**config.mk**
```make
export PLATFORM = sky130hd
export DESIGN_NAME = spi_fault_ctrl
export DESIGN_NICKNAME = d
export VERILOG_FILES = /design/src/rtl/spi_fault_pkg.sv /design/src/rtl/spi_fault_sync.sv /design/src/rtl/spi_fault_detect.sv /design/src/rtl/spi_fault_flags.sv /design/src/rtl/spi_fault_ctrl.sv
export SDC_FILE = /design/constraint.sdc
export NUM_CORES = 1
export LEC_CHECK = 0
export ABC_CLOCK_PERIOD_IN_PS = 1200
export BUFFER_PORTS_ARGS = -buffer_cell sky130_fd_sc_hd__buf_2
export CORE_AREA = 2 2 39 41
export DETAILED_ROUTE_END_ITERATION = 12
export DIE_AREA = 0 0 41 43
export PLACE_DENSITY = 0.59
export SYNTH_ARGS = -nofsm -noshare
export SYNTH_HDL_FRONTEND = slang
export SYNTH_SLANG_ARGS = --single-unit
```
**constraint.sdc**
```tcl
create_clock -name clk -period 1.2 [get_ports clk]
set_clock_uncertainty 0.05 [all_clocks]
set_input_delay 0.18 -clock clk [delete_from_list [all_inputs] [get_ports clk]]
set_output_delay 0.18 -clock clk [all_outputs]
set_load 0.02 [all_outputs]
```
**src/rtl/spi_fault_pkg.sv**
```systemverilog
package spi_fault_pkg;
  typedef struct packed {
    logic en;
    logic master;
    logic fault_en;
    logic rx_ie;
    logic err_ie;
  } ctrl_t;

  localparam ctrl_t CTRL_RST = '{en: 1'b0, master: 1'b0, fault_en: 1'b0,
                                 rx_ie: 1'b0, err_ie: 1'b0};
  localparam int unsigned SYNC_STAGES_DEF = 2;
endpackage

```
**src/rtl/spi_fault_sync.sv**
```systemverilog
module spi_fault_sync #(
  parameter int unsigned STAGES  = 2,
  parameter logic        RST_VAL = 1'b1
) (
  input  logic clk,
  input  logic rst_n,
  input  logic d,
  output logic q
);
  localparam int unsigned LAST = STAGES - 1;
  logic [LAST:0] chain;

  always_ff @(posedge clk or negedge rst_n) begin
    if (!rst_n) chain <= {STAGES{RST_VAL}};
    else        chain <= {chain[LAST-1:0], d};
  end

  assign q = chain[LAST];
endmodule

```
**src/rtl/spi_fault_detect.sv**
```systemverilog
module spi_fault_detect
  import spi_fault_pkg::*;
(
  input  logic  clk,
  input  logic  rst_n,
  input  logic  ss_lvl,
  input  logic  busy,
  input  ctrl_t ctrl,
  output logic  master_evt,
  output logic  slave_evt
);
  logic ss_prev;

  always_ff @(posedge clk or negedge rst_n) begin
    if (!rst_n) ss_prev <= 1'b1;
    else        ss_prev <= ss_lvl;
  end

  // master: any sampled low select is a contention with another master
  assign master_evt = ctrl.en & ctrl.master & ctrl.fault_en & ~ss_lvl;
  // slave: select released while a transfer is still running
  assign slave_evt  = ctrl.en & ~ctrl.master & ctrl.fault_en & busy &
                      ss_lvl & ~ss_prev;

  // the two roles are exclusive
  p_one_role_r4: assert property (@(posedge clk) disable iff (!rst_n)
    $countones({master_evt, slave_evt}) <= 1);
endmodule

```
**src/rtl/spi_fault_flags.sv**
```systemverilog
module spi_fault_flags (
  input  logic clk,
  input  logic rst_n,
  input  logic fault_evt,
  input  logic master_evt,
  input  logic fault_en,
  input  logic stat_rd,
  input  logic ctrl_wr,
  input  logic data_wr,
  input  logic tx_moved,
  output logic modf,
  output logic txe,
  output logic cnt_clr
);
  logic armed;

  always_ff @(posedge clk or negedge rst_n) begin
    if (!rst_n) begin
      modf  <= 1'b0;
      armed <= 1'b0;
    end else begin
      if (fault_evt)            modf <= 1'b1;
      else if (ctrl_wr && armed) modf <= 1'b0;

      if (fault_evt || ctrl_wr)  armed <= 1'b0;
      else if (stat_rd && modf)  armed <= 1'b1;
    end
  end

  always_ff @(posedge clk or negedge rst_n) begin
    if (!rst_n) begin
      txe     <= 1'b1;
      cnt_clr <= 1'b0;
    end else begin
      cnt_clr <= master_evt;
      if (master_evt)    txe <= 1'b1;
      else if (data_wr)  txe <= 1'b0;
      else if (tx_moved) txe <= 1'b1;
    end
  end

  p_gate_r6: assert property (@(posedge clk) disable iff (!rst_n)
    (!modf && !fault_en) |=> !modf);
  p_clear_after_write_r8: assert property (@(posedge clk) disable iff (!rst_n)
    $fell(modf) |-> $past(ctrl_wr));
  p_cnt_pulse_r3: assert property (@(posedge clk) disable iff (!rst_n)
    cnt_clr |=> !cnt_clr);
  p_txe_set_r3: assert property (@(posedge clk) disable iff (!rst_n)
    master_evt |=> txe);
endmodule

```
**src/rtl/spi_fault_ctrl.sv**
```systemverilog
module spi_fault_ctrl
  import spi_fault_pkg::*;
#(
  parameter int unsigned SYNC_STAGES = SYNC_STAGES_DEF
) (
  input  logic clk,
  input  logic rst_n,
  input  logic ss_n_pin,
  input  logic xfer_busy,
  input  logic rx_full,
  input  logic rx_overrun,
  input  logic stat_rd,
  input  logic ctrl_wr,
  input  logic wr_en,
  input  logic wr_master,
  input  logic wr_fault_en,
  input  logic wr_rx_ie,
  input  logic wr_err_ie,
  input  logic data_wr,
  input  logic tx_moved,
  output logic spi_en,
  output logic master_sel,
  output logic tx_empty,
  output logic fault_flag,
  output logic cnt_clr,
  output logic pin_own,
  output logic irq
);
  ctrl_t ctrl_q;
  logic  ss_lvl, master_evt, slave_evt, fault_evt;

  spi_fault_sync #(.STAGES(SYNC_STAGES), .RST_VAL(1'b1)) u_sync (
    .clk(clk), .rst_n(rst_n), .d(ss_n_pin), .q(ss_lvl));

  spi_fault_detect u_det (
    .clk(clk), .rst_n(rst_n), .ss_lvl(ss_lvl), .busy(xfer_busy),
    .ctrl(ctrl_q), .master_evt(master_evt), .slave_evt(slave_evt));

  assign fault_evt = master_evt | slave_evt;

  spi_fault_flags u_flags (
    .clk(clk), .rst_n(rst_n), .fault_evt(fault_evt), .master_evt(master_evt),
    .fault_en(ctrl_q.fault_en), .stat_rd(stat_rd), .ctrl_wr(ctrl_wr),
    .data_wr(data_wr), .tx_moved(tx_moved), .modf(fault_flag),
    .txe(tx_empty), .cnt_clr(cnt_clr));

  always_ff @(posedge clk or negedge rst_n) begin
    if (!rst_n) begin
      ctrl_q <= CTRL_RST;
    end else begin
      if (ctrl_wr) ctrl_q <= '{en: wr_en, master: wr_master,
                               fault_en: wr_fault_en, rx_ie: wr_rx_ie,
                               err_ie: wr_err_ie};
      if (master_evt) ctrl_q.en <= 1'b0;
    end
  end

  assign spi_en     = ctrl_q.en;
  assign master_sel = ctrl_q.master;
  assign pin_own    = ctrl_q.en;
  assign irq        = (rx_full & ctrl_q.rx_ie) |
                      ((fault_flag | rx_overrun) & ctrl_q.err_ie);

  p_master_off_r3: assert property (@(posedge clk) disable iff (!rst_n)
    master_evt |=> !spi_en && !pin_own);
  p_slave_keeps_en_r4: assert property (@(posedge clk) disable iff (!rst_n)
    (slave_evt && !ctrl_wr) |=> spi_en);
  p_role_kept_r7: assert property (@(posedge clk) disable iff (!rst_n)
    (fault_evt && !ctrl_wr) |=> $stable(master_sel));
endmodule

```
==> impl_metrics.ini <==
[clock_network]
clockRootBuffer = clkbuf_4
cts_tree = built
clock_sinks = 12
clock_latency_ps = 270
clkTransAtPathRegs_ps = 70
clockBufferDepth = 2
numCtsBuffers = 3
h-tree-depth = 1

[global_routing]
grt_pass1_vias = 364
antenna_found_initial = 0
grt_max_degree = 13
overflow = 0
grt_pass1_wl_um = 1421
grt_util_all_layers = 0.1316

[placed_design]
place_congestion = 0.6255
io_buffers = 21
dpl.cell_count = 69
detailedPlace.worstSlack_ps = 113.7

[synth]
ys_warn_count = 0
yosysSeqAreaShare = 0.6778
synth_mux_area_frac = 0.1222
synth_top_family_by_area = multiplexers
synth_compound_area_frac = 0.06389
syn_area_um2 = 450.4
syn_nets = 49
synthXorXnorAreaFrac = 0
synth_cell_type_count = 15
ys_ff_latch = 12
synthesis.instances = 34
yosys.area_share.adder = 0
avgSynthCellArea_um2 = 13.25
yosys.area_share.simple = 0.1083

[worst_setup_path]
cp-start-kind = register
crit_chain = o21ai_2, nand2_1, buf_6
slowest_stage = dfrtp_1
worst_setup_path_end_kind = output pin
critical_path_class = reg2out
crit_fanout = 2
critPathMaxStageDelay_ps = 390
critPathArrivalTime_ps = 970
worst-endpoint-required_ps = 970

[sta]
slew_violations = 0
finalHoldViolCount = 0
min_period_ps = 1205
setup_viol = 1
max_slew_margin = 0.8285
tns_ps = -4.760
fmax_mhz = 830.0
setup_slack_ps = -4.760
hold_slack_ps = 72.40
worstMarginPinSlew_ps = 257.2
finalCritPeriodShare = 1.004
rsz0062_at_grt = yes

[floorplan]
die-area_um2 = 1763
ioPinCount = 22
coreArea_um2 = 1384
fp.dieW_um = 41
die_h_um = 43
row_count = 14
start_util = 0.3255

[layout]
area_growth_pct = 45.56
layout.cells.non_filler = 77
fin_nets = 77
drive_above_1_share = 0.5082
antenna-diode-count = 0
layout_common_cells = buf_2 (18), dfrtp_1 (8), nand2_1 (4), mux2_1 (4), dfstp_2 (4)
final_common_cell = buf_2

[status]
status = finished with violations
violations = setup timing

[pwr]
power_density_nw_per_um2 = 1618
peakVddDrop_uv = 756.6
p_leak_nw = 0.3231
fin_total_pwr_mw = 1.061

[route]
drt_iter0_drc = 3
post_drt_wl_per_cell_um = 10.45
drt-total-wl_um = 805
antenna_left = 0
vias_per_cell = 4.545
route.detailed.drc = 0
vias = 350
drtPass1Iterations = 2

[min_path]
hold_class = in2reg

[flow_run]
cap_violations = 0
report_power, final:
part	leakage [nW]	internal [mW]	switching, mW	total, mW
Sequential	0.140	0.463	0.0314	0.494
Combinational	0.163	0.131	0.126	0.258
Clock	0.0210	0.184	0.125	0.309
timing repair:
action                                 in CTS  in global routing
hold buffers                                3                  0
gates resized for setup                     4                  3
endpoints found under the hold margin      14                  0
setup buffers                               1                  0
setup endpoints to repair                   2                  3
pin swaps                                   2                  1
metal layers:
layer,vias to the layer above,part of all wire,track usage
li1,169,-,-
met1,164,0.41,0.1254
met2,15,0.50,0.1938
met3,2,0.077,0.07853
met4,0,0.015,0.1000
met5,-,0,0
state kept, by name (all words and copies together), names as in the netlist:
register         flops
u_sync.chain         2
pin_own              1
u_flags.modf         1
u_flags.armed        1
ctrl_q               3
u_flags.txe          1
u_flags.cnt_clr      1
master_sel           1
u_det.ss_prev        1
layout make-up:
type	instances	area, um2
clock buffer	4	36.28
fill	132	728.2
multi-input combinational	20	136.4
sequential	12	305.3
tap	16	20.02
timing repair buffer	25	157.7
worst max-delay path, delay by kind of cell, from the launching register on:
kind / cells / cell delay [ps]
flip-flops: 1 / 390
AO/OA/AOI/OAI: 1 / 110
AND/OR/NAND/NOR: 1 / 80
buffers and inverters: 1 / 130
metrics by stage:
step / utilization / cell area (um2)
4_1_cts: 0.4665 / 645.6
6_report: 0.4738 / 655.6
2_1_floorplan: - / 450.4
5_1_grt: 0.4738 / 655.6
3_5_place_dp: 0.4069 / 563.0
3_3_place_gp: 0.4069 / 563.0
cells by family after synthesis:
group           Yosys count
flops                    12
simple gates             10
compound gates            5
mux                       5
buf+inv                   2
Yosys cell counts:
cell type  count  area (um2)
mux2i_1        1       10.01
buf_2          1       5.000
nand4bb_1      1       11.26
nor3_1         1       5.000
o22ai_1        1       6.260
nor2_1         3       11.26
dfstp_2        4       105.1
a21o_1         1       7.510
nand2b_1       1       6.260
dfrtp_1        8       200.2
o21ai_0        1       5.000
a21oi_1        2       10.01
nand2_1        4       15.01
mux2_1         4       45.04
buf_4          1       7.510
path summary, 6_finish.rpt:
| kind | start | end | slack [ps] | depth (start not counted) |
|---|---|---|---|---|
| max in group asynchronous | rst_n | u_sync.chain[1]$_DFF_PN1_ | 580 | 2 |
| hold reg to reg | u_sync.chain[0]$_DFF_PN1_ | u_sync.chain[1]$_DFF_PN1_ | 310 | 0 |
| hold / removal | wr_master | master_sel$_DFFE_PN0P_ | 70 | 2 |
| setup / recovery | u_flags.modf$_DFFE_PN0P_ | irq | -5 | 3 |
| min in group asynchronous | rst_n | ctrl_q[0]$_DFFE_PN0P_ | 250 | 2 |
| setup reg to reg | u_sync.chain[1]$_DFF_PN1_ | u_flags.modf$_DFFE_PN0P_ | 110 | 3 |
Note: power is estimated with default switching activity, not from simulation.
